--- config.mk ---
export PLATFORM = sky130hd
export DESIGN_NAME = wt_way_tag_array
export DESIGN_NICKNAME = d
export VERILOG_FILES = /design/src/rtl/wt_pkg.sv /design/src/rtl/wt_ctrl.sv /design/src/rtl/wt_code_ram.sv /design/src/rtl/wt_valid_bits.sv /design/src/rtl/wt_way_tag_array.sv
export SDC_FILE = /design/constraint.sdc
export NUM_CORES = 1
export LEC_CHECK = 0
export ABC_AREA = 0
export CAP_MARGIN = 20
export CORE_MARGIN = 3
export CORE_UTILIZATION = 55
export CTS_CLUSTER_SIZE = 20
export DETAILED_ROUTE_END_ITERATION = 12
export GPL_TIMING_DRIVEN = 0
export HOLD_SLACK_MARGIN = 0.08
export PLACE_DENSITY_LB_ADDON = 0.2
export SLEW_MARGIN = 30
export SYNTH_ARGS = -nofsm -noshare
export SYNTH_HDL_FRONTEND = slang
export SYNTH_SLANG_ARGS = --single-unit
--- constraint.sdc ---
create_clock -name clk -period 5.21 [get_ports clk]
set_clock_uncertainty 0.2 [all_clocks]
set_input_delay 1.042 -clock clk [delete_from_list [all_inputs] [get_ports clk]]
set_output_delay 1.042 -clock clk [all_outputs]
set_load 0.005 [all_outputs]
--- src/rtl/wt_pkg.sv ---
package wt_pkg;

  typedef enum logic [1:0] {
    WT_IDLE   = 2'd0,
    WT_FILL   = 2'd1,
    WT_LOOKUP = 2'd2
  } wt_op_e;

  typedef struct packed {
    logic ram_we;
    logic ram_re;
    logic vb_set;
    logic vb_clr;
  } wt_ctl_t;

  function automatic int code_width(input int ways);
    return (ways > 1) ? $clog2(ways) : 1;
  endfunction

endpackage

--- src/rtl/wt_ctrl.sv ---
module wt_ctrl
  import wt_pkg::*;
(
  input  logic    upd_i,
  input  logic    wr_i,
  input  logic    inval_i,
  output wt_op_e  op_o,
  output wt_ctl_t ctl_o
);

  always_comb begin
    if (!wr_i)      op_o = WT_IDLE;
    else if (upd_i) op_o = WT_FILL;
    else            op_o = WT_LOOKUP;
  end

  always_comb begin
    ctl_o.ram_we = (op_o == WT_FILL);
    ctl_o.ram_re = (op_o == WT_LOOKUP);
    ctl_o.vb_set = (op_o == WT_FILL);
    ctl_o.vb_clr = inval_i && (op_o != WT_FILL);
  end

endmodule

--- src/rtl/wt_code_ram.sv ---
module wt_code_ram #(
  parameter int DEPTH = 128,
  parameter int AW    = 7,
  parameter int DW    = 2
) (
  input  logic          clk,
  input  logic          rst,
  input  logic          we,
  input  logic          re,
  input  logic [AW-1:0] addr,
  input  logic [DW-1:0] wdata,
  output logic [DW-1:0] rdata
);

  logic [DW-1:0] mem [DEPTH];

  always_ff @(posedge clk) begin
    if (we) mem[addr] <= wdata;
  end

  always_ff @(posedge clk) begin
    if (rst)     rdata <= '0;
    else if (re) rdata <= mem[addr];
  end

endmodule

--- src/rtl/wt_valid_bits.sv ---
module wt_valid_bits #(
  parameter int DEPTH = 128,
  parameter int AW    = 7
) (
  input  logic          clk,
  input  logic          rst,
  input  logic          set,
  input  logic          clr,
  input  logic          re,
  input  logic [AW-1:0] addr,
  output logic          rvalid_o
);

  logic [DEPTH-1:0] vbits;

  for (genvar g = 0; g < DEPTH; g++) begin : g_vb
    always_ff @(posedge clk) begin
      if (rst) vbits[g] <= 1'b0;
      else if (addr == AW'(g)) begin
        if (set)      vbits[g] <= 1'b1;
        else if (clr) vbits[g] <= 1'b0;
      end
    end
  end

  always_ff @(posedge clk) begin
    if (rst) rvalid_o <= 1'b0;
    else     rvalid_o <= re && vbits[addr];
  end

  AST_FILL_MARKS: assert property (@(posedge clk) disable iff (rst)
    set |=> vbits[$past(addr)]);
  AST_INVAL_CLEARS: assert property (@(posedge clk) disable iff (rst)
    (clr && !set) |=> !vbits[$past(addr)]);
  AST_RESET_EMPTY: assert property (@(posedge clk)
    rst |=> (vbits == '0) && !rvalid_o);

endmodule

--- src/rtl/wt_way_tag_array.sv ---
module wt_way_tag_array
  import wt_pkg::*;
#(
  parameter int L1_BYTES      = 4096,
  parameter int L1_LINE_BYTES = 32,
  parameter int L1_WAYS       = 4,
  parameter int L2_WAYS       = 4,
  localparam int ENTRIES = L1_BYTES / L1_LINE_BYTES,
  localparam int SETS    = ENTRIES / L1_WAYS,
  localparam int SET_W   = (SETS > 1) ? $clog2(SETS) : 1,
  localparam int L1W_W   = (L1_WAYS > 1) ? $clog2(L1_WAYS) : 1,
  localparam int CODE_W  = code_width(L2_WAYS)
) (
  input  logic              clk,
  input  logic              rst,
  input  logic [SET_W-1:0]  idx_i,
  input  logic [L1W_W-1:0]  l1way_i,
  input  logic              upd_i,
  input  logic              wr_i,
  input  logic              inval_i,
  input  logic [CODE_W-1:0] code_i,
  output logic [CODE_W-1:0] code_o,
  output logic              valid_o
);

  localparam int AW = SET_W + L1W_W;

  logic [AW-1:0] addr;
  wt_op_e        op;
  wt_ctl_t       ctl;

  assign addr = {l1way_i, idx_i};

  wt_ctrl u_ctrl (
    .upd_i   (upd_i),
    .wr_i    (wr_i),
    .inval_i (inval_i),
    .op_o    (op),
    .ctl_o   (ctl)
  );

  wt_code_ram #(.DEPTH(1 << AW), .AW(AW), .DW(CODE_W)) u_ram (
    .clk   (clk),
    .rst   (rst),
    .we    (ctl.ram_we),
    .re    (ctl.ram_re),
    .addr  (addr),
    .wdata (code_i),
    .rdata (code_o)
  );

  wt_valid_bits #(.DEPTH(1 << AW), .AW(AW)) u_vb (
    .clk      (clk),
    .rst      (rst),
    .set      (ctl.vb_set),
    .clr      (ctl.vb_clr),
    .re       (ctl.ram_re),
    .addr     (addr),
    .rvalid_o (valid_o)
  );

  AST_IDLE_QUIET: assert property (@(posedge clk) disable iff (rst)
    !wr_i |=> !valid_o && $stable(code_o));
  AST_FILL_SILENT: assert property (@(posedge clk) disable iff (rst)
    (upd_i && wr_i) |=> !valid_o && $stable(code_o));

endmodule

======== Word-level counts from Yosys, hierarchy flattened ========
Memories as Yosys holds them, arrays and structs flattened. A register that Yosys moved wholly into a read port is not among the register bits.
Cells that the tools add are included.
storage, ports and cells
  input port bits ......................... 14
  bits in registers ....................... 129
  logic and storage cells ................. 401
  RAM bits ................................ 256
  output and inout port bits .............. 3
  memories kept ........................... 1
cells by class
  muxes and demuxes ....................... 8
  order comparisons ....................... 1
  reductions and logical operators ........ 132
  eq/ne operators ......................... 130
memory list
  name       depth  bits a word  read ports  clocked after memory_dff  write ports  RTL line           RTL
  u_ram.mem  128    2            1           1                         1            wt_code_ram.sv:15  logic [DW-1:0] mem [DEPTH];
operator list
  operator            count
  $eq 7x7->1 const B  64
  $reduce_and 2->1    128
  $eq 7x6->1 const B  32
  $eq 7x5->1 const B  16
  $eq 7x4->1 const B  8
  $eq 7x3->1 const B  4
  $eq 7x2->1 const B  2
  $lt 7x8->1 const B  1
  $bmux 1 s7          1
  $eq 7x1->1 const B  1
  $logic_not 7->1     1
  $mux 1              5
  $mux 2              2
  $eq 2x1->1 const B  1
  $eq 2x2->1 const B  1
  $logic_and 1x1->1   2
  $ne 2x1->1 const B  1
  $reduce_bool 2->1   1

======== Longest topological paths before layout ========
Gate-level depths: netlist of run 1.
  depth in word-level cells ............... 6
  depth in mapped cells ................... 11
  mapped depth without buffers ............ 6

======== Cells and area by module ========
A second synthesis of run 1 with hierarchy kept.
unflattened totals
  cell total of the unflattened synthesis .. 1503
  area, all modules ....................... 17386.7 um^2
modules (own cells, without submodules)
  module         area each (um^2)  cells an instance  sequential area each (um^2)  times used
  wt_code_ram    10822.9           725                7727.4                       1
  wt_valid_bits  6517.5            772                2582.5                       1
  wt_ctrl        46.3              6                  0.0                          1

======== Worst setup path before layout of run 1 ========
Ideal clock, no wire load.
  kind .................................... input to register
  start point ............................. input port idx_i[0]
  end point ............................... register u_ram.rdata[1] (read register of u_ram.mem)
  setup time .............................. 0.122 ns
  path buffers ............................ 2
  arrival ................................. 2.745 ns
  slack ................................... 2.143 ns
  data required time ...................... 4.888 ns
  stages on the path ...................... 8
  cell sequence ........................... buf_6 > buf_2 > mux4_2 > a22oi_1 > nand2_1 > a2111oi_0 > o21ai_1 > o311a_1
RTL lines
  what                RTL line                RTL
  start: declaration  wt_way_tag_array.sv:16  input logic [SET_W-1:0] idx_i,
  end: declaration    wt_code_ram.sv:12       output logic [DW-1:0] rdata

======== Worst setup path after layout of run 1 ========
  start point ............................. input port idx_i[3]
  end point ............................... memory u_ram.mem[127][1] (enable)
RTL lines
  what              RTL line
  end: declaration  wt_code_ram.sv:15
No word-level cell before the write port.

==> flow_metrics.tcl, run 1 <==
set metrics [dict create \
    status "finished, final reports clean" \
    antenna_found_initial 0 \
    synthMuxAreaShare 0.139 \
    hold_slack_ns 0.277 \
    htreeDepth 2 \
    critPathLaunchType "primary input" \
    synth_xor_area_frac 0 \
    grt_pass1_vias 12564 \
    critical_path_class "in2reg" \
    yosys.area.top_type "edfxtp_1" \
    dpl_cell_area_um2 17600 \
    power.internal_w 0.00501 \
    grt_max_degree 104 \
    finalCritPeriodShare 0.921 \
    tightest_slew_ns 1.08 \
    cts.clk_slew.worst_paths_ns 0.06 \
    synth_edf_count 256 \
    wl_um 57800 \
    ant_nets 0 \
    syn-num-nets 1391 \
    power_density_nw_per_um2 348 \
    max_stage_delay_ns 0.87 \
    design_area_um2 18800 \
    wl_per_cell_um 31.2 \
    clkPwrFrac 0.429 \
    cts_tree "yes" \
    clockBufferDepth 3 \
    synth_top_family_by_area "multiplexers" \
    hold_viol 0 \
    max_cap_violations 0 \
    dp_hpwl_um 38600 \
    netlist_instances 1377 \
    sequentialPowerShare 0.499 \
    setup_ws_ns 0.412 \
    avgSynthCellArea_um2 12.2 \
    ys_async_sr_fraction 0 \
    yosysSeqAreaShare 0.611 \
    clock-sinks 387 \
    vias 12856 \
    synth.top_cell.area_share 0.456 \
    utilization 0.629 \
    setup_violations 0 \
    synthAdderAreaFrac 0 \
    synthFlopType "edfxtp_1" \
    required_ns 5.25 \
    cts-hold-fix-buffers 0 \
    synth_compound_area_frac 0.101 \
    cts_resized 0 \
    ir_worst_vdd_v 0.000284 \
    p_switching_w 0.00155 \
    nNetsFinal 1449 \
    area_growth_syn_to_layout_pct 11.7 \
    io_buffers 12 \
    grt.total_usage 0.348 \
    fin_crit_ns 4.80 \
    p_sw_frac 0.237 \
    ys_seq_elements 387 \
    cpMostUsedCell "buf_2" \
    yosysWarnings 0 \
    slowest_stage "clkbuf_1" \
    die_h_um 181 \
    start_util 0.563 \
    initialDrtViolationCount 2132 \
    gp_congestion 1.02 \
    synth_area_leaders "edfxtp_1 (46%), dfxtp_1 (16%), mux4_2 (8.8%)" \
    dp_slack_ns 0.259 \
    yosys.cell_types.count 44 \
    dieArea_um2 32800 \
    nFillCells 2413 \
    core_area_um2 30000 \
    slew_headroom 0.278 \
    clock_latency_ns 0.54 \
    rsz0062_at_grt "no" \
    p_comb_frac 0.071 \
    max_freq_ghz 0.208 \
    synth_area_um2 16900 \
    grt_pass1_wl_um 83400 \
    pin_count 17 \
    die_w_um 181 \
    setup_tns_ns 0 \
    worstPathArrival_ns 4.83 \
    drc 0 \
    worstPathCellList "clkdlybuf4s50_1 -> buf_2 -> buf_2 -> buf_1 -> clkbuf_1 -> nand3_1 -> inv_1" \
    numCtsBuffers 41 \
    crit_path_max_fanout 10 \
    viasPerCell 6.93 \
    drive_above_1_share 0.126 \
    drv_slew 0 \
    synth-simple-area-share 0.104 \
    crit_path_end_kind "flop" \
    p_leak_nw 6.36 \
    rows 63 \
    hold_class "reg2reg" \
    drt-pass1-iter-count 7 \
    grt_remaining_overflow 0 \
    root_buffer "clkbuf_16" \
    post_cts_buffers 0 \
]
## registers in the layout (all words and copies together) (netlist names)
name / cells
u_ram.mem: 256
u_vb.vbits: 128
u_ram.rdata: 2
u_vb.rvalid_o: 1
## cell type report
class / instances / area [um2] / share of cell area
clock buffer: 49 / 1070 / 0.0566
tap: 390 / 488 / 0.0259
timing repair buffer: 15 / 183 / 0.00969
inverter: 52 / 195 / 0.0104
clock inverter: 24 / 204 / 0.0108
antenna: 1 / 2.50 / 0.000133
sequential: 387 / 10300 / 0.547
buffer: 114 / 573 / 0.0304
multi-input combinational: 824 / 5830 / 0.309
## placed cells by master (no fill, tap or decap), drive strengths merged, types with 17 or more instances in the layout
cell type / n
mux4: 77
a21oi: 136
clkbuf: 120
dfxtp: 131
inv: 52
mux2i: 54
nand2: 114
a22oi: 17
edfxtp: 256
nor2: 108
nand3: 32
buf: 48
o21ai: 137
nand4: 63
## cell families after synthesis
family                 count (synthesis)
multiplexers                         133
flip-flops                           387
AND/OR/NAND/NOR                      375
AO/OA/AOI/OAI                        316
buffers and inverters                166
## power by group through the flow
stage	Clock, W	Combinational (W)	Sequential, W
global placement	0	0.000437	0.00335
detailed placement	0	0.000447	0.00334
global route	0.00295	0.000479	0.00328
CTS	0.00282	0.000449	0.00328
floorplan	0	0.000241	0.00334
finish	0.00282	0.000469	0.00328
## layer usage
| metal | GRT usage | vias to the layer above | part of all wire |
|---|---|---|---|
| met1 | 0.456 | 6292 | 0.36 |
| li1 | - | 5296 | - |
| met4 | 0.192 | 0 | 0.071 |
| met3 | 0.0948 | 289 | 0.13 |
| met5 | 0 | - | 0 |
| met2 | 0.530 | 979 | 0.44 |
## synthesized netlist by cell type (13+ instances only)
master,instances
nor2_1,108
nand3_1,32
mux2i_1,54
inv_1,52
clkbuf_1,71
nand4_1,63
nand2_1,114
a22oi_1,17
edfxtp_1,256
mux4_2,66
buf_2,16
a21oi_1,136
dfxtp_1,131
o21ai_0,136
buf_4,13
## metrics by stage
stage | total power [W] | cells
2_1_floorplan | 0.00358 | 1377
3_3_place_gp | 0.00379 | 1779
3_5_place_dp | 0.00379 | 1782
4_1_cts | 0.00655 | 1855
5_1_grt | 0.00671 | 1855
6_report | 0.00657 | 1856
## path summary, 6_finish.rpt
path                                           to             from  slack (ns)  depth (start not counted)
worst max-delay path            u_ram.mem[127][1]         idx_i[3]        0.41                          7
worst min-delay path              u_vb.vbits[104]  u_vb.vbits[104]        0.28                          2
worst max register to register     u_ram.rdata[1]  u_ram.mem[3][1]        2.66                          6
worst min register to register    u_vb.vbits[104]  u_vb.vbits[104]        0.28                          2
## critical path: cells and delay by family
family / cells / cell delay, ns
buffers and inverters: 6 / 3.14
and+or+nand+nor: 1 / 0.63
(Power assumes the default switching activity.)
==> inputs of run 2 (changes only) <==
SLEW_MARGIN = unset   (was 30)
==> run 2 against run 1 <==
Compared with the run above: non-clock buffer count rose by 5; sequential power barely moved; via count fell by 0.44%; routed wire length fell by 0.40%; power rose by 1.3%; setup slack improved by 0.15 ns; count of clock-buffer cells in the layout rose by 7; cell area rose by 0.37%; die area did not move; critical path type unchanged; critical endpoint is now u_ram.mem[120][0]; largest cell class unchanged.
==> flow_metrics.tcl, run 2 (synthesis gave the netlist of run 1 again) <==
set metrics [dict create \
    status "finished, final reports clean" \
    area_growth_syn_to_layout_pct 12.2 \
    root_buffer "clkbuf_16" \
    vias 12799 \
    wl_um 57600 \
    p_comb_frac 0.070 \
    numCtsBuffers 41 \
    core_area_um2 30000 \
    grt_pass1_wl_um 83400 \
    viasPerCell 6.87 \
    sequentialPowerShare 0.493 \
    hold_viol 0 \
    dpl_cell_area_um2 17600 \
    layout_common_cells "edfxtp_1 (256), o21ai_0 (136), a21oi_1 (136)" \
    cts_tree "yes" \
    multi_input_comb_area_um2 5800 \
    power.internal_w 0.00512 \
    grt_use_met2 0.533 \
    area.sequential_um2 10300 \
    r2r-start "u_ram.mem[3][1]" \
    worstPathArrival_ns 4.68 \
    nNetsFinal 1454 \
    ant_nets 0 \
    drc 0 \
    cts-hold-fix-buffers 0 \
    dp_hpwl_um 38900 \
    hold_class "reg2reg" \
    htreeDepth 2 \
    min_to "u_vb.vbits[101]" \
    cts.clk_slew.worst_paths_ns 0.06 \
    fin_crit_ns 4.64 \
    pin_count 17 \
    instances_no_fill 1864 \
    setup_tns_ns 0 \
    grt_max_degree 104 \
    slew_headroom 0.227 \
    gp_congestion 1.02 \
    r2r-end "u_ram.rdata[1]" \
    rows 63 \
    largestRegisters "u_ram.mem x256, u_vb.vbits x128, u_ram.rdata x2" \
    p_sw_frac 0.230 \
    setup_violations 0 \
    power_density_nw_per_um2 351 \
    critPathLaunchType "primary input" \
    die_h_um 181 \
    final_common_cell "edfxtp_1" \
    tightest_slew_ns 1.15 \
    crit_path_end_kind "flop" \
    io_buffers 12 \
    start_util 0.563 \
    antenna_found_initial 1 \
    p_leak_nw 6.42 \
    crit_path_max_fanout 10 \
    max_cap_violations 0 \
    hp-start "u_vb.vbits[101]" \
    setup_ws_ns 0.565 \
    p_switching_w 0.00153 \
    largest-register "u_ram.mem" \
    grtUsageMet1 0.455 \
    clock-sinks 387 \
    die_w_um 181 \
    min_path_cells 2 \
    drt-pass1-iter-count 7 \
    drv_slew 0 \
    placed_cells 1786 \
    initialDrtViolationCount 2045 \
    post_cts_buffers 0 \
    cts_resized 0 \
    grt.total_usage 0.348 \
    grt_pass1_vias 12679 \
    max_freq_ghz 0.215 \
    largest_reg_flops 256 \
    rsz0062_at_grt "no" \
    finalCritPeriodShare 0.892 \
    ff2ff_path_depth 6 \
    wl_per_cell_um 30.9 \
    dieArea_um2 32800 \
    clkPwrFrac 0.437 \
    hold_slack_ns 0.276 \
    ir_worst_vdd_v 0.000377 \
    critical_path_class "in2reg" \
    clockBufferDepth 3 \
    required_ns 5.25 \
    clock_latency_ns 0.54 \
    nFillCells 2390 \
    top_usage_layer "met2" \
    dp_slack_ns 0.326 \
    r2r_slack_ns 2.68 \
    grt_remaining_overflow 0 \
    design_area_um2 18900 \
    grt_use_met3 0.0956 \
    drive_above_1_share 0.124 \
]
-- run 2: layer usage --
metal  share of wire  routed length [um]  vias to the layer above
li1                -                   -                     5289
met1            0.36               20800                     6276
met2            0.45               25900                      980
met3            0.13                7250                      252
met4           0.063                3630                        2
met5         0.00019                  11                        -
-- run 2: final cells by class --
cell class / count / area share
Multi-Input combinational cell: 824 / 0.306
Timing Repair Buffer: 20 / 0.0114
Buffer: 114 / 0.0302
Antenna cell: 1 / 0.000132
Inverter: 52 / 0.0103
Clock inverter: 20 / 0.00919
Clock buffer: 56 / 0.0616
Tap cell: 390 / 0.0258
Sequential cell: 387 / 0.545
-- run 2: worst max path at each step --
stage | start | to | depth (start not counted)
after floorplan | idx_i[0] | u_ram.rdata[1] | 8
after global placement | code_i[1] | u_ram.mem[99][1] | 1
after detailed placement | idx_i[3] | u_ram.mem[30][0] | 7
after CTS | idx_i[3] | u_ram.mem[30][0] | 7
after global routing | idx_i[3] | u_ram.mem[120][0] | 7
final | idx_i[3] | u_ram.mem[120][0] | 7
-- run 2: worst max-delay path, stage by stage --
cell and delay [ns]:
clkdlybuf4s50_1 0.48, buf_2 0.36, buf_2 0.47, buf_1 0.68, clkbuf_1 0.85, nand3_1 0.56, inv_1 0.22
-- run 2: metrics by stage --
stage,util,power (W)
detailed placement,0.587,0.00379
global route,0.632,0.00681
floorplan,-,0.00358
global placement,0.583,0.00379
CTS,0.631,0.00663
finish,0.632,0.00665
-- run 2: power groups by stage --
stage / Clock, W / Sequential [W] / Combinational, W
after detailed placement: 0 / 0.00334 / 0.000446
after floorplan: 0 / 0.00334 / 0.000241
final: 0.00290 / 0.00328 / 0.000468
after global placement: 0 / 0.00335 / 0.000437
after global routing: 0.00305 / 0.00328 / 0.000478
after CTS: 0.00291 / 0.00328 / 0.000447
